**config.mk**
```make
export PLATFORM = sky130hd
export DESIGN_NAME = strmPeriodIrq
export DESIGN_NICKNAME = d
export VERILOG_FILES = /design/src/rtl/strmPeriodPkg.sv /design/src/rtl/periodCtl.sv /design/src/rtl/periodDp.sv /design/src/rtl/strmPeriodIrq.sv
export SDC_FILE = /design/constraint.sdc
export NUM_CORES = 1
export LEC_CHECK = 0
export BUFFER_PORTS_ARGS = -buffer_cell sky130_fd_sc_hd__buf_2
export CAP_MARGIN = 20
export CORE_ASPECT_RATIO = 0.7
export CORE_MARGIN = 2
export CORE_UTILIZATION = 47
export DETAILED_ROUTE_END_ITERATION = 12
export GPL_ROUTABILITY_DRIVEN = 0
export GPL_TIMING_DRIVEN = 0
export PLACE_DENSITY = 0.76
export SLEW_MARGIN = 10
export SYNTH_ARGS = -nofsm -noshare
export SYNTH_HDL_FRONTEND = slang
export SYNTH_SLANG_ARGS = --single-unit
```
**constraint.sdc**
```tcl
create_clock -name clk -period 3.6 [get_ports clk]
set_clock_uncertainty 0.2 [all_clocks]
set_input_delay 0.54 -clock clk [delete_from_list [all_inputs] [get_ports clk]]
set_output_delay 0.54 -clock clk [all_outputs]
set_load 0.05 [all_outputs]
```
**src/rtl/strmPeriodPkg.sv**
```systemverilog
package strmPeriodPkg;
  typedef struct packed {
    logic beginPeriod;
    logic commitWc;
    logic setBufCmp;
  } periodStrobes_t;

  localparam int STS_BUF  = 0;
  localparam int STS_FIFO = 1;
  localparam int STS_DESC = 2;
endpackage

```
**src/rtl/periodCtl.sv**
```systemverilog
module periodCtl
  import strmPeriodPkg::*;
#(
  parameter int WC_W      = 16,
  parameter int NUM_PEERS = 2
) (
  input  logic                      clk,
  input  logic                      rstN,
  input  logic                      runEn,
  input  logic                      wcForce,
  input  logic [NUM_PEERS-1:0]      peerActive,
  input  logic [NUM_PEERS*WC_W-1:0] peerTime,
  input  logic                      stsWrEn,
  input  logic                      clrBufReq,
  input  logic                      bufCmpSet,
  input  logic                      periodFull,
  input  logic                      periodClosed,
  input  logic                      irqPending,
  input  logic [WC_W-1:0]           proposal,
  output periodStrobes_t            strobes,
  output logic                      grant
);
  logic runQ;
  logic [NUM_PEERS-1:0] peerOk;
  logic commitOk, runRise, evalSlot, autoRoll, swRoll;

  always_ff @(posedge clk) begin
    if (!rstN) runQ <= 1'b0;
    else       runQ <= runEn;
  end

  for (genvar g = 0; g < NUM_PEERS; g++) begin : gPeer
    assign peerOk[g] = !peerActive[g] || (peerTime[g*WC_W +: WC_W] >= proposal);
  end

  always_comb begin
    commitOk = wcForce || (&peerOk);
    runRise  = runEn && !runQ;
    evalSlot = runEn && runQ && periodFull && !periodClosed;
    autoRoll = evalSlot && !irqPending;
    swRoll   = runEn && runQ && stsWrEn && clrBufReq && bufCmpSet;
    strobes.beginPeriod = runRise || autoRoll || swRoll;
    strobes.commitWc    = evalSlot && commitOk;
    strobes.setBufCmp   = evalSlot && irqPending && commitOk;
    grant = runEn && !periodFull;
  end
endmodule

```
**src/rtl/periodDp.sv**
```systemverilog
module periodDp
  import strmPeriodPkg::*;
#(
  parameter int PERIOD_FRAMES   = 8,
  parameter int TICKS_PER_FRAME = 2,
  parameter int INC_W           = 4,
  parameter int WC_W            = 16,
  parameter int FRAME_W         = $clog2(PERIOD_FRAMES + 1)
) (
  input  logic               clk,
  input  logic               rstN,
  input  periodStrobes_t     strobes,
  input  logic               grant,
  input  logic               frameValid,
  input  logic [INC_W-1:0]   frameInc,
  input  logic               descDone,
  input  logic               descIoc,
  input  logic               iocEn,
  input  logic               fifoErrEn,
  input  logic               descErrEn,
  input  logic               fifoErrEvt,
  input  logic               descErrEvt,
  input  logic               stsWrEn,
  input  logic [2:0]         stsWrData,
  output logic [2:0]         status,
  output logic               streamIrq,
  output logic               periodFull,
  output logic               periodClosed,
  output logic               irqPending,
  output logic [WC_W-1:0]    proposal,
  output logic [FRAME_W-1:0] periodFrames,
  output logic [WC_W-1:0]    periodStart,
  output logic [WC_W-1:0]    wallClk
);
  localparam int SUM_W = ((FRAME_W > INC_W) ? FRAME_W : INC_W) + 1;
  localparam logic [SUM_W-1:0]  FULL_SUM  = SUM_W'(PERIOD_FRAMES);
  localparam logic [WC_W-1:0]   SPAN      = WC_W'(PERIOD_FRAMES * TICKS_PER_FRAME);

  logic [SUM_W-1:0] frameSum;
  logic [2:0] clrMask;

  assign frameSum   = SUM_W'(periodFrames) + SUM_W'(frameInc);
  assign periodFull = (SUM_W'(periodFrames) == FULL_SUM);
  assign proposal   = periodStart + SPAN;
  assign clrMask    = stsWrEn ? stsWrData : 3'b000;

  always_ff @(posedge clk) begin
    if (!rstN) begin
      periodFrames <= '0;
      periodStart  <= '0;
      wallClk      <= '0;
      periodClosed <= 1'b0;
      irqPending   <= 1'b0;
      status       <= '0;
    end else begin
      if (strobes.beginPeriod)
        periodFrames <= '0;
      else if (grant && frameValid)
        periodFrames <= (frameSum >= FULL_SUM) ? FRAME_W'(PERIOD_FRAMES) : FRAME_W'(frameSum);

      if (strobes.commitWc) wallClk <= proposal;

      if (strobes.beginPeriod)
        periodStart <= strobes.commitWc ? proposal : wallClk;

      if (strobes.beginPeriod)    periodClosed <= 1'b0;
      else if (strobes.setBufCmp) periodClosed <= 1'b1;

      if (strobes.beginPeriod)
        irqPending <= 1'b0;
      else if (grant && descDone && descIoc && iocEn)
        irqPending <= 1'b1;

      status[STS_BUF]  <= strobes.setBufCmp || (status[STS_BUF]  && !clrMask[STS_BUF]);
      status[STS_FIFO] <= fifoErrEvt        || (status[STS_FIFO] && !clrMask[STS_FIFO]);
      status[STS_DESC] <= descErrEvt        || (status[STS_DESC] && !clrMask[STS_DESC]);
    end
  end

  assign streamIrq = (status[STS_BUF] && iocEn) || (status[STS_FIFO] && fifoErrEn)
                   || (status[STS_DESC] && descErrEn);
endmodule

```
**src/rtl/strmPeriodIrq.sv**
```systemverilog
module strmPeriodIrq
  import strmPeriodPkg::*;
#(
  parameter int PERIOD_FRAMES   = 8,
  parameter int TICKS_PER_FRAME = 2,
  parameter int INC_W           = 4,
  parameter int WC_W            = 16,
  parameter int NUM_PEERS       = 2,
  parameter int FRAME_W         = $clog2(PERIOD_FRAMES + 1)
) (
  input  logic                      clk,
  input  logic                      rstN,
  input  logic                      runEn,
  input  logic                      iocEn,
  input  logic                      fifoErrEn,
  input  logic                      descErrEn,
  input  logic                      frameValid,
  input  logic [INC_W-1:0]          frameInc,
  input  logic                      descDone,
  input  logic                      descIoc,
  input  logic                      fifoErrEvt,
  input  logic                      descErrEvt,
  input  logic                      stsWrEn,
  input  logic [2:0]                stsWrData,
  input  logic                      wcForce,
  input  logic [NUM_PEERS-1:0]      peerActive,
  input  logic [NUM_PEERS*WC_W-1:0] peerTime,
  output logic [2:0]                status,
  output logic                      streamIrq,
  output logic                      xferGrant,
  output logic [FRAME_W-1:0]        periodFrames,
  output logic [WC_W-1:0]           periodStart,
  output logic [WC_W-1:0]           wallClk
);
  periodStrobes_t strobes;
  logic periodFull, periodClosed, irqPending;
  logic [WC_W-1:0] proposal;

  periodCtl #(.WC_W(WC_W), .NUM_PEERS(NUM_PEERS)) uCtl (
    .clk(clk), .rstN(rstN), .runEn(runEn), .wcForce(wcForce),
    .peerActive(peerActive), .peerTime(peerTime),
    .stsWrEn(stsWrEn), .clrBufReq(stsWrData[STS_BUF]), .bufCmpSet(status[STS_BUF]),
    .periodFull(periodFull), .periodClosed(periodClosed), .irqPending(irqPending),
    .proposal(proposal), .strobes(strobes), .grant(xferGrant)
  );

  periodDp #(.PERIOD_FRAMES(PERIOD_FRAMES), .TICKS_PER_FRAME(TICKS_PER_FRAME),
             .INC_W(INC_W), .WC_W(WC_W), .FRAME_W(FRAME_W)) uDp (
    .clk(clk), .rstN(rstN), .strobes(strobes), .grant(xferGrant),
    .frameValid(frameValid), .frameInc(frameInc), .descDone(descDone), .descIoc(descIoc),
    .iocEn(iocEn), .fifoErrEn(fifoErrEn), .descErrEn(descErrEn),
    .fifoErrEvt(fifoErrEvt), .descErrEvt(descErrEvt),
    .stsWrEn(stsWrEn), .stsWrData(stsWrData),
    .status(status), .streamIrq(streamIrq), .periodFull(periodFull),
    .periodClosed(periodClosed), .irqPending(irqPending), .proposal(proposal),
    .periodFrames(periodFrames), .periodStart(periodStart), .wallClk(wallClk)
  );
endmodule

```
==> flow_summary.toml <==
[final_layout]
diodes = 0
fin_cells = 548
final_nets = 557
area_growth_pct = 24.4
layout-drive-gt1-share_pct = 30.4
fin_util_pct = 61.3

[grt]
antenna_found_initial = 0
grtUsageTotal_pct = 26.1
grt.overflow.total = 0
grt_pass1_wl_um = 15100
grt_pass1_vias = 3143
grt_max_degree = 13

[clock_tree]
tritoncts = "built"
clkSlewWorstSetupHoldPaths_ns = 0.09
clock-root-buffer = "clkbuf_8"
cts.path.max_buffers = 2
cts_hold_buf = 0
numCtsBuffers = 5
ctsHtreeMaxLevel = 2
clkSinkCount = 42
clock_latency_ns = 0.30

[timing]
worstMarginPinSlew_ns = 0.671
finalCritPeriodShare_pct = 95.6
hold_slack_ns = 0.256
slew_headroom_pct = 54.9
slew_viol_final = 0
fmax_mhz = 291
final-setup-viol-count = 0
hold_violations = 0
period_minus_slack_ns = 3.44

[detailed_routing]
dr.pass1.iters = 5
drt_iter0_markers = 259
route.detailed.drc = 0
wirelength_um = 9690
num_vias = 3367
top_layer_used = "met4"
drt-met1-wl_um = 4320
routed-wl-met2_um = 4200
vias_per_cell = 6.14
drtAntennaViolNets = 0
wl_met3_um = 1050
routedWlPerCell_um = 17.7

[critical_path]
rrSetupSlack_ns = 0.16
critPathArrivalTime_ns = 3.46
crit_required_ns = 3.62
reg2regPathDepth = 12
crit_slowest_cell = "or4_2"
r2r-end = "uDp.periodStart[15]$_SDFFE_PN0P_"
endpoint_kind = "register"
max_stage_delay_ns = 0.66
r2r_start = "uDp.periodStart[6]$_SDFFE_PN0P_"
path_max_fanout = 10
worstPathCellList = "nand3_1 -> nor2_4 -> nand3_2 -> nor2_1 -> xor2_1 -> inv_1 -> ha_1 -> nand4_1 -> o21a_1 -> buf_6 -> or4_2 -> o211ai_2"
startpoint_type = "register"
worstSetupPathType = "register to register"

[die]
initial_core_util_pct = 49.3
fp.dieW_um = 101
coreArea_sq_um = 6310
io_pins = 95
die-area_sq_um = 7290
die-height_um = 72.0
row_count = 24

[logic_synthesis]
avgSynthCellArea_sq_um = 8.53
synth-edff-count = 0
synthesis.nets = 452
synth_area_sq_um = 3110
ys_types = 58
synth_common_cells = "42 x dfxtp_1, 33 x ha_1, 25 x nand2_1"
synthArstFlopShare_pct = 0
synthCells = 364
yosysSeqAreaShare_pct = 27.1
yosysTopAreaCellShare_pct = 27.1
synth.most_common_cell = "dfxtp_1"
synth.area.top_cells = "dfxtp_1 27%, ha_1 13%, nand3_1 3.9%, nand4_1 3.8%, o211ai_1 3.4%"
yosysWarnings = 0
yosysTopAreaCell = "dfxtp_1"
ys.flop_type = "dfxtp_1"
synth-seq-cells = 42

[placement]
port_buffers = 94
dp_cells = 536
dp_hpwl_um = 7250

[min_path]
min_to = "uDp.status[2]$_SDFF_PN0_"
holdPathStages = 3
min_from = "descErrEvt"
hp-class = "input pin to register"

[power]
total_power_mw = 0.994
p_per_area_nw_per_um2 = 257
power_leakage_nw = 1.64
vdd_drop_max_uv = 142

[job]
maxCapViolCount = 0

[outcome]
status = "finished, final reports clean"
state kept, by name, indices dropped and copies added, names as in the netlist:
register          count
uDp.periodStart      16
uDp.wallClk          16
uDp.periodFrames      4
uDp.status            3
uCtl.runQ             1
uDp.irqPending        1
uDp.periodClosed      1
power by group:
part | leakage (nW) | internal [mW] | total [mW] | switching (mW)
clock network | 0.0482 | 0.155 | 0.320 | 0.165
registers | 0.343 | 0.469 | 0.476 | 0.00686
logic | 1.25 | 0.0741 | 0.197 | 0.123
how the worst max path moves through the flow:
stage,endpoint,depth (start not counted),start,slack [ns]
after global placement,uDp.wallClk[14]$_SDFF_PN0_,14,uDp.periodStart[4]$_SDFFE_PN0P_,-0.24
after CTS,uDp.wallClk[7]$_SDFF_PN0_,13,uDp.periodStart[8]$_SDFFE_PN0P_,0.02
after floorplan,uDp.periodStart[5]$_SDFFE_PN0P_,14,uDp.periodStart[4]$_SDFFE_PN0P_,0.003
after global routing,uDp.periodStart[11]$_SDFFE_PN0P_,14,uDp.periodStart[9]$_SDFFE_PN0P_,-0.02
after detailed placement,uDp.wallClk[9]$_SDFF_PN0_,14,uDp.periodStart[4]$_SDFFE_PN0P_,-0.27
final,uDp.periodStart[15]$_SDFFE_PN0P_,12,uDp.periodStart[6]$_SDFFE_PN0P_,0.16
logic make-up (layout without fill, tap and decap cells):
group / count (synthesis) / count (layout) / share of synthesized area, %
DFF: 42 / 42 / 27.1
muxes: 4 / 4 / 1.29
xor gates and xnor gates: 14 / 14 / 4.63
adders and majority gates: 36 / 36 / 14.6
buffers and inverters: 46 / 152 / 6.64
and+or+nand+nor: 123 / 123 / 21.7
AOI/OAI and AO/OA: 99 / 99 / 24.0
per-layer routing:
| metal | up-vias | track usage [%] |
|---|---|---|
| li1 | 1602 | - |
| met1 | 1556 | 36.4 |
| met2 | 193 | 39.7 |
| met3 | 16 | 8.48 |
| met4 | 0 | 5.71 |
| met5 | - | 0 |
cell type report:
type,instances,area (sq um)
sequential,42,852
timing repair buffer,98,500
fill,574,2440
tap,78,97.6
multi-input combinational,276,2110
clock inverter,1,5.00
buffer,25,134
inverter,21,78.8
clock buffer,7,86.3
layout by cell type (no fill, tap or decap), drive strengths merged, types with 18 or more instances in the layout:
cell type and n:
ha 33, a21oi 18, nand3 25, inv 21
nand4 19, buf 105, dfxtp 42, nand2 25
clkbuf 25, nor2 18
worst max-delay path: cells and delay by family (launching register included):
kind | cells | cell delay (ns)
flip-flops | 1 | 0.44
AND/OR/NAND/NOR | 6 | 1.49
buffers and inverters | 2 | 0.29
XOR/XNOR | 1 | 0.23
AO/OA/AOI/OAI | 2 | 0.35
adder cells (fa/ha/maj) | 1 | 0.36
through the flow:
stage,TNS (ns),instance area [sq um],setup WS [ns]
finish,0,3860,0.160
global route,-0.0527,3860,-0.0161
CTS,0,3820,0.0175
detailed placement,-5.72,3680,-0.267
global placement,-5.19,3680,-0.240
floorplan,0,3110,0.00322
what timing repair did:
item | in CTS | in global routing
hold endpoints to repair | 0 | 0
cloned | 0 | 0
setup endpoints to repair | 34 | 33
gates resized for setup | 11 | 9
pin swaps | 0 | 2
setup buffers | 1 | 3
No activity file was read; power rests on OpenSTA's default activity.
